**src/rtl/linscan_pkg.sv**
```systemverilog
// Shared types and elaboration-time helpers for the readout sequencer.
// Assumes frequencies are given in Hz and fit a 64-bit integer.
package linscan_pkg;

    typedef enum logic [1:0] {
        FS_IDLE = 2'd0,   // waiting for a start condition
        FS_ARM  = 2'd1,   // start pulse raised, waiting for the rising edge
        FS_READ = 2'd2,   // pixel edges 1..512 in progress
        FS_GAP  = 2'd3    // idle exposure clocks after the terminating edge
    } fs_t;

    // Smallest legal half-period in system cycles, never below 2.
    function automatic int half_floor(longint sys_hz, longint max_hz);
        longint h;
        h = (sys_hz + 2 * max_hz - 1) / (2 * max_hz);
        return (h < 2) ? 2 : int'(h);
    endfunction

endpackage

```
**src/rtl/linscan_clkgen.sv**
```systemverilog
// Sensor clock divider. It keeps the sensor clock as a registered level
// in the system domain and raises single-cycle event strobes one cycle
// before each edge and two cycles before a fall.
// Assumes MIN_HALF >= 2 and that it fits HALF_W bits.
module linscan_clkgen #(
    parameter int HALF_W   = 8,
    parameter int MIN_HALF = 10
) (
    input  logic              clk,
    input  logic              rst_n,
    input  logic [HALF_W-1:0] cfg_half,
    output logic              sclk_o,
    output logic              rise_evt,
    output logic              fall_evt,
    output logic              late_hi
);
    localparam logic [HALF_W-1:0] MIN_H = HALF_W'(MIN_HALF);

    logic [HALF_W-1:0] eff_half;
    logic [HALF_W-1:0] cnt_q;
    logic              sclk_q;
    logic              wrap;

    // Clamp the requested half-period to the sensor's frequency limit.
    always_comb begin
        eff_half = (cfg_half < MIN_H) ? MIN_H : cfg_half;
    end

    assign wrap = (cnt_q >= (eff_half - HALF_W'(1)));

    // Phase counter and sensor clock level.
    always_ff @(posedge clk) begin
        if (!rst_n) begin
            cnt_q  <= '0;
            sclk_q <= 1'b0;
        end else if (wrap) begin
            cnt_q  <= '0;
            sclk_q <= ~sclk_q;
        end else begin
            cnt_q  <= cnt_q + HALF_W'(1);
        end
    end

    assign sclk_o   = sclk_q;
    assign rise_evt = wrap & ~sclk_q;
    assign fall_evt = wrap &  sclk_q;
    assign late_hi  = sclk_q & (cnt_q == (eff_half - HALF_W'(2)));

endmodule

```
**src/rtl/linscan_frame.sv**
```systemverilog
// Frame sequencer. It raises the start pulse on a sensor clock fall,
// counts edges 1..512, issues a strobe late in each pixel's high phase,
// ends the frame on the 513th edge and then waits cfg_idle rising edges
// before it restarts (continuous) or waits for a trigger (single-shot).
// Assumes the event strobes come from linscan_clkgen and never overlap.
module linscan_frame
    import linscan_pkg::*;
#(
    parameter int N_PIX  = 512,
    parameter int IDLE_W = 16,
    localparam int IDX_W  = $clog2(N_PIX),
    localparam int ECNT_W = $clog2(N_PIX + 2)
) (
    input  logic              clk,
    input  logic              rst_n,
    input  logic              rise_evt,
    input  logic              fall_evt,
    input  logic              late_hi,
    input  logic [IDLE_W-1:0] cfg_idle,
    input  logic              cfg_cont,
    input  logic              trig,
    output logic              si_o,
    output logic [IDX_W-1:0]  idx_o,
    output logic              stb_o,
    output logic              done_o,
    output logic              in_read,
    output logic [ECNT_W-1:0] ecnt_o
);
    localparam logic [ECNT_W-1:0] LAST_PIX = ECNT_W'(N_PIX);

    fs_t               st_q;
    logic              si_q;
    logic [ECNT_W-1:0] ecnt_q;
    logic [IDLE_W-1:0] gcnt_q;
    logic              pend_q;
    logic              stb_q;
    logic              done_q;
    logic [IDX_W-1:0]  idx_q;
    logic              go;

    assign go = cfg_cont | pend_q;

    // Frame state, edge counting, start pulse and per-pixel outputs.
    always_ff @(posedge clk) begin
        if (!rst_n) begin
            st_q   <= FS_IDLE;
            si_q   <= 1'b0;
            ecnt_q <= '0;
            gcnt_q <= '0;
            pend_q <= 1'b0;
            stb_q  <= 1'b0;
            done_q <= 1'b0;
            idx_q  <= '0;
        end else begin
            stb_q  <= 1'b0;
            done_q <= 1'b0;
            if (trig && !cfg_cont) begin
                pend_q <= 1'b1;
            end
            case (st_q)
                FS_IDLE: begin
                    if (fall_evt && go) begin
                        si_q   <= 1'b1;
                        pend_q <= 1'b0;
                        st_q   <= FS_ARM;
                    end
                end
                FS_ARM: begin
                    if (rise_evt) begin
                        ecnt_q <= ECNT_W'(1);
                        st_q   <= FS_READ;
                    end
                end
                FS_READ: begin
                    if (fall_evt) begin
                        si_q <= 1'b0;
                    end
                    if (late_hi) begin
                        stb_q <= 1'b1;
                        idx_q <= IDX_W'(ecnt_q - ECNT_W'(1));
                    end
                    if (rise_evt) begin
                        if (ecnt_q == LAST_PIX) begin
                            done_q <= 1'b1;
                            ecnt_q <= '0;
                            gcnt_q <= '0;
                            st_q   <= FS_GAP;
                        end else begin
                            ecnt_q <= ecnt_q + ECNT_W'(1);
                        end
                    end
                end
                FS_GAP: begin
                    if (rise_evt) begin
                        gcnt_q <= gcnt_q + IDLE_W'(1);
                    end else if (fall_evt && (gcnt_q >= cfg_idle)) begin
                        if (go) begin
                            si_q   <= 1'b1;
                            pend_q <= 1'b0;
                            st_q   <= FS_ARM;
                        end else begin
                            st_q   <= FS_IDLE;
                        end
                    end
                end
                default: st_q <= FS_IDLE;
            endcase
        end
    end

    assign si_o    = si_q;
    assign idx_o   = idx_q;
    assign stb_o   = stb_q;
    assign done_o  = done_q;
    assign in_read = (st_q == FS_READ);
    assign ecnt_o  = ecnt_q;


    si_one_edge_chk: assert property (@(posedge clk) disable iff (!rst_n)
        (st_q == FS_READ && rise_evt) |-> !si_q);

endmodule

```
**src/rtl/linscan_socheck.sv**
```systemverilog
// End-of-sequence consistency check. It synchronises the sensor's
// serial-out line and compares it at the end of every high phase inside
// a frame: high after edge 512, low after earlier edges. A mismatch sets
// a flag that holds until reset.
// Assumes sens_so settles well within one high phase.
module linscan_socheck #(
    parameter int N_PIX  = 512,
    localparam int ECNT_W = $clog2(N_PIX + 2)
) (
    input  logic              clk,
    input  logic              rst_n,
    input  logic              enable,
    input  logic              sens_so,
    input  logic              fall_evt,
    input  logic              in_read,
    input  logic [ECNT_W-1:0] ecnt,
    output logic              err_o
);
    localparam logic [ECNT_W-1:0] LAST_PIX = ECNT_W'(N_PIX);

    logic so_s1_q;
    logic so_s2_q;
    logic err_q;
    logic so_exp;

    assign so_exp = (ecnt == LAST_PIX);

    // Two-stage synchroniser for the sensor's serial-out line.
    always_ff @(posedge clk) begin
        if (!rst_n) begin
            so_s1_q <= 1'b0;
            so_s2_q <= 1'b0;
        end else begin
            so_s1_q <= sens_so;
            so_s2_q <= so_s1_q;
        end
    end

    // Sticky mismatch flag, compared once per high phase.
    always_ff @(posedge clk) begin
        if (!rst_n) begin
            err_q <= 1'b0;
        end else if (enable && in_read && fall_evt && (so_s2_q != so_exp)) begin
            err_q <= 1'b1;
        end
    end

    assign err_o = err_q;


    err_sticky_chk: assert property (@(posedge clk) disable iff (!rst_n)
        err_q |=> err_q);

endmodule

```
**src/rtl/linscan_ctrl.sv**
```systemverilog
// Top of the linear sensor readout sequencer. It ties the clock divider,
// the frame sequencer and the end-of-sequence check together, and holds
// the cross-module timing checks.
// Assumes all inputs are synchronous to clk, except sens_so.
module linscan_ctrl
    import linscan_pkg::*;
#(
    parameter longint SYS_HZ      = 100_000_000,
    parameter longint SCLK_MAX_HZ = 5_000_000,
    parameter int     N_PIX       = 512,
    parameter int     HALF_W      = 8,
    parameter int     IDLE_W      = 16
) (
    input  logic                     clk,
    input  logic                     rst_n,
    input  logic [HALF_W-1:0]        cfg_half,
    input  logic [IDLE_W-1:0]        cfg_idle,
    input  logic                     cfg_cont,
    input  logic                     cfg_so_chk,
    input  logic                     trig,
    input  logic                     sens_so,
    output logic                     sens_clk,
    output logic                     sens_si,
    output logic [$clog2(N_PIX)-1:0] pix_idx,
    output logic                     pix_stb,
    output logic                     frame_done,
    output logic                     so_err
);
    localparam int MIN_HALF = half_floor(SYS_HZ, SCLK_MAX_HZ);
    localparam int ECNT_W   = $clog2(N_PIX + 2);

    logic              rise_evt;
    logic              fall_evt;
    logic              late_hi;
    logic              in_read;
    logic [ECNT_W-1:0] ecnt;

    linscan_clkgen #(
        .HALF_W   (HALF_W),
        .MIN_HALF (MIN_HALF)
    ) clkgen_i (
        .clk      (clk),
        .rst_n    (rst_n),
        .cfg_half (cfg_half),
        .sclk_o   (sens_clk),
        .rise_evt (rise_evt),
        .fall_evt (fall_evt),
        .late_hi  (late_hi)
    );

    linscan_frame #(
        .N_PIX  (N_PIX),
        .IDLE_W (IDLE_W)
    ) frame_i (
        .clk      (clk),
        .rst_n    (rst_n),
        .rise_evt (rise_evt),
        .fall_evt (fall_evt),
        .late_hi  (late_hi),
        .cfg_idle (cfg_idle),
        .cfg_cont (cfg_cont),
        .trig     (trig),
        .si_o     (sens_si),
        .idx_o    (pix_idx),
        .stb_o    (pix_stb),
        .done_o   (frame_done),
        .in_read  (in_read),
        .ecnt_o   (ecnt)
    );

    linscan_socheck #(
        .N_PIX (N_PIX)
    ) socheck_i (
        .clk      (clk),
        .rst_n    (rst_n),
        .enable   (cfg_so_chk),
        .sens_so  (sens_so),
        .fall_evt (fall_evt),
        .in_read  (in_read),
        .ecnt     (ecnt),
        .err_o    (so_err)
    );

    // Phase-length tracker used only by the divider-limit check.
    localparam logic [HALF_W:0] MIN_LEN = (HALF_W + 1)'(MIN_HALF);
    logic              sclk_prev_q;
    logic              ph_seen_q;
    logic [HALF_W:0]   ph_len_q;

    // Count system cycles since the last sensor clock change.
    always_ff @(posedge clk) begin
        if (!rst_n) begin
            sclk_prev_q <= 1'b0;
            ph_seen_q   <= 1'b0;
            ph_len_q    <= '0;
        end else begin
            sclk_prev_q <= sens_clk;
            if (sens_clk != sclk_prev_q) begin
                ph_len_q  <= (HALF_W + 1)'(1);
                ph_seen_q <= 1'b1;
            end else if (ph_len_q != '1) begin
                ph_len_q  <= ph_len_q + (HALF_W + 1)'(1);
            end
        end
    end


    half_len_chk: assert property (@(posedge clk) disable iff (!rst_n)
        (ph_seen_q && (sens_clk != sclk_prev_q)) |-> (ph_len_q >= MIN_LEN));


    si_on_low_chk: assert property (@(posedge clk) disable iff (!rst_n)
        $changed(sens_si) |-> !sens_clk);


    stb_high_chk: assert property (@(posedge clk) disable iff (!rst_n)
        pix_stb |-> sens_clk);


    done_on_rise_chk: assert property (@(posedge clk) disable iff (!rst_n)
        frame_done |-> (sens_clk && !$past(sens_clk)));


    done_not_stb_chk: assert property (@(posedge clk) disable iff (!rst_n)
        frame_done |-> !pix_stb);

endmodule

```
**config.mk**
```make
export PLATFORM = sky130hd
export DESIGN_NAME = linscan_ctrl
export DESIGN_NICKNAME = d
export VERILOG_FILES = /design/src/rtl/linscan_pkg.sv /design/src/rtl/linscan_clkgen.sv /design/src/rtl/linscan_frame.sv /design/src/rtl/linscan_socheck.sv /design/src/rtl/linscan_ctrl.sv
export SDC_FILE = /design/constraint.sdc
export NUM_CORES = 1
export LEC_CHECK = 0
export BUFFER_PORTS_ARGS = -buffer_cell sky130_fd_sc_hd__buf_4
export CORE_AREA = 2 2 88 90
export CTS_BUF_LIST = sky130_fd_sc_hd__clkbuf_8
export CTS_CLUSTER_DIAMETER = 80
export DETAILED_ROUTE_END_ITERATION = 6
export DIE_AREA = 0 0 90 92
export MAX_ROUTING_LAYER = met4
export PLACE_DENSITY = 0.71
export SYNTH_ARGS = -nofsm -noshare
export SYNTH_HDL_FRONTEND = slang
export SYNTH_HIERARCHICAL = 1
export SYNTH_SLANG_ARGS = --single-unit
```
**constraint.sdc**
```tcl
create_clock -name clk -period 5.9 [get_ports clk]
set_clock_uncertainty 0.15 [all_clocks]
set_input_delay 0.59 -clock clk [delete_from_list [all_inputs] [get_ports clk]]
set_output_delay 0.59 -clock clk [all_outputs]
set_load 0.005 [all_outputs]
```
==> impl_metrics.tcl <==
set metrics [dict create \
    p_sw_w 0.000159 \
    clock_sinks 53 \
    cts_buffer_depth 2 \
    tns_ns 0 \
    fin_crit_sh_pct 84.3 \
    seq_area_frac_synth_pct 30.0 \
    drive_gt1_share_pct 14.7 \
    p_sw_share_pct 23.9 \
    first_global_vias 2847 \
    worstMarginPinSlew_ns 0.705 \
    hpwl_um 5660 \
    syn-num-nets 487 \
    die_width_um 90 \
    final_cell_mix "59 x nor2_1, 53 x dfxtp_1, 43 x buf_4" \
    r2r-end "frame_i/ecnt_o[6]" \
    fmax_mhz 201 \
    pwr-share-comb_pct 11.9 \
    routed_via_density 5.32 \
    gr-total-overflow 0 \
    rr_worst_depth 12 \
    start_util_pct 47.5 \
    route.detailed.drc 0 \
    postCtsSetupBuffers 0 \
    dr.pass1.iters 4 \
    power_leakage_nw 1.71 \
    power.density_mw_per_mm2 167 \
    maxCapViolCount 0 \
    syn_to_final_growth_pct 12.8 \
    cts_max_level 2 \
    hold_class "flop to flop" \
    antenna_cells 0 \
    syn_area_per_cell_um2 8.40 \
    syn_inst 421 \
    antenna_found_initial 0 \
    setup_ws_ns 0.925 \
    path_class "primary input to flop" \
    slew_violations 0 \
    finalSetupViolCount 0 \
    insertion_delay_ns 0.30 \
    grt_max_degree 19 \
    crit_arrival_ns 5.00 \
    final-hold-violation-count 0 \
    slew_headroom_pct 53.0 \
    hold_path_end "socheck_i/so_s2_q" \
    core_mm2 0.00745 \
    fp.dieH_um 92 \
    min_period_ns 4.98 \
    pwr-share-clk_pct 33.0 \
    crit_path_start_kind "primary input" \
    synth_seq_cells 53 \
    grt_pass1_wl_um 12700 \
    yosys.area.top_type "dfxtp_1" \
    worstPathMaxFanout 10 \
    rows 32 \
    hold_buffers 0 \
    r2r_slack_ns 2.68 \
    clk_pin_slew_ns 0.09 \
    synth_warnings 6 \
    worstHoldStart "socheck_i/so_s1_q" \
    min_path_cells 1 \
    fillers 702 \
    async_flop_share_pct 0 \
    grtUsageTotal_pct 18.9 \
    wirelength_um 7330 \
    worstReg2RegStart "clkgen_i/cnt_q[4]" \
    cts_resized 0 \
    critPathRequiredTime_ns 5.93 \
    irDropWorstVdd_mv 0.0781 \
    p_total_w 0.000665 \
    ios 44 \
    cts_tree "done" \
    yosysUniqueCellTypes 59 \
    synthesis.area_mm2 0.00354 \
    final_common_cell "nor2_1" \
    outcome "complete, no violations" \
    dieArea_mm2 0.00828 \
    fin_util_pct 53.5 \
    drt_iter0_drc 186 \
    place_ws_ns 0.671 \
    rsz0062_at_grt "no" \
    place.gp.congestion 0.989 \
    nets 520 \
    p_seq_share_pct 55.1 \
    cp-end-kind "flop" \
    synth_top_flop_cell "dfxtp_1" \
    synth_edf_count 0 \
    synth_area_leaders "dfxtp_1 30%, ha_1 13%, xor2_1 6.9%" \
    vias 2961 \
    synth_top_cell_area_share_pct 30.0 \
    internal_power_w 0.000506 \
    portBuffers 43 \
    clock-root-buffer "clkbuf_8" \
    wl_per_cell_um 13.2 \
    cts_inserted_buffers 5 \
    ant_nets 0 \
]
==> worst max-delay path by stage <==
stage           startpoint           endpoint  slack (ns)  cells after the start
2_1_floorplan  cfg_half[4]  frame_i/ecnt_o[7]        1.27                     22
3_3_place_gp   cfg_half[7]  frame_i/ecnt_o[7]        0.85                     20
3_5_place_dp   cfg_half[7]  frame_i/ecnt_o[7]        0.67                     20
4_1_cts        cfg_half[7]  frame_i/ecnt_o[7]        0.95                     20
5_1_grt        cfg_half[7]  frame_i/ecnt_o[6]        0.52                     20
6_report       cfg_half[7]  frame_i/ecnt_o[6]        0.92                     20
==> state kept, by name, summed over array words and instances (netlist names) <==
register and cells:
clkgen_i/cnt_q 8, clkgen_i/sclk_o 1, frame_i/done_o 1, frame_i/ecnt_o 10
frame_i/gcnt_q 16, frame_i/idx_o 9, frame_i/pend_q 1, frame_i/si_o 1
frame_i/st_q 2, frame_i/stb_o 1, socheck_i/err_o 1, socheck_i/so_s1_q 1
socheck_i/so_s2_q 1
==> routing by layer <==
| layer | share of wire, % | GRT usage (%) | up-vias |
|---|---|---|---|
| li1 | - | - | 1526 |
| met1 | 47 | 22.8 | 1370 |
| met2 | 49 | 31.7 | 53 |
| met3 | 3.2 | 3.53 | 12 |
| met4 | 1.7 | 6.92 | 0 |
| met5 | 0 | - | - |
==> cell type report <==
class | instances | area (um^2) | area share [%]
sequential | 53 | 1060 | 26.6
clock buffer | 7 | 96.3 | 2.42
multi-input combinational | 324 | 2270 | 57.0
clock inverter | 1 | 5.00 | 0.126
inverter | 27 | 101 | 2.54
tap | 102 | 128 | 3.20
timing repair buffer | 43 | 323 | 8.10
==> Yosys cell counts (2+ instances only) <==
library cell	instances
clkbuf_1	6
nand4_1	10
o21a_1	4
nor4_1	2
dfxtp_1	53
buf_2	5
ha_1	36
nand4b_1	2
a31oi_1	3
nand2b_1	11
buf_6	2
nor2b_1	2
o31ai_1	3
nand3b_1	3
and3_1	6
nand2_1	30
nor4_4	3
o21ai_1	2
nor4_2	2
nor2_1	59
nand3_1	18
mux2i_1	2
xor2_1	28
and4_1	4
buf_4	4
a211oi_1	7
xnor2_1	16
nor3_1	5
o211ai_1	2
inv_1	27
and2_1	5
o21ai_0	15
or3_1	2
a21oi_1	15
nor2_2	2
a2111oi_2	2
==> stage by stage <==
step                      cells  hold slack, ns  instance area [um^2]
after floorplan             421           0.262                  3540
after global placement      549           0.272                  3890
after detailed placement    549           0.282                  3890
after CTS                   557           0.303                  3990
after global routing        557           0.342                  3990
final                       557           0.302                  3990
==> critical path: stages <==
cell and delay [ns]:
buf_4 0.13, nor4_4 0.49, inv_1 0.09, o21ai_1 0.25
ha_1 0.30, nand2b_1 0.13, a2111o_1 0.41, xor2_1 0.16
ha_1 0.29, and4_1 0.18, o21ai_0 0.08, o221ai_1 0.21
nand2_1 0.16, nor2_1 0.48, o21a_1 0.37, nand2_1 0.13
nor2_1 0.24, o21ai_0 0.11, nand3_1 0.11, a31oi_1 0.09
==> power by group through the flow <==
stage | sequential, W | combinational [W] | clock, W
after floorplan | 0.000373 | 0.0000517 | 0
after global placement | 0.000374 | 0.0000774 | 0
after detailed placement | 0.000375 | 0.0000794 | 0
after CTS | 0.000366 | 0.0000799 | 0.000226
after global routing | 0.000367 | 0.0000898 | 0.000242
final | 0.000366 | 0.0000792 | 0.000219
==> cells by family after synthesis <==
group	count (synthesis)	share of synthesized area [%]
multiplexers	2	0.566
buffers and inverters	44	5.70
AO/OA/AOI/OAI	70	13.9
XOR/XNOR	44	10.9
AND/OR/NAND/NOR	172	26.2
flip-flops	53	30.0
adder cells (fa/ha/maj)	36	12.7
Note: power is estimated with default switching activity, not from simulation.
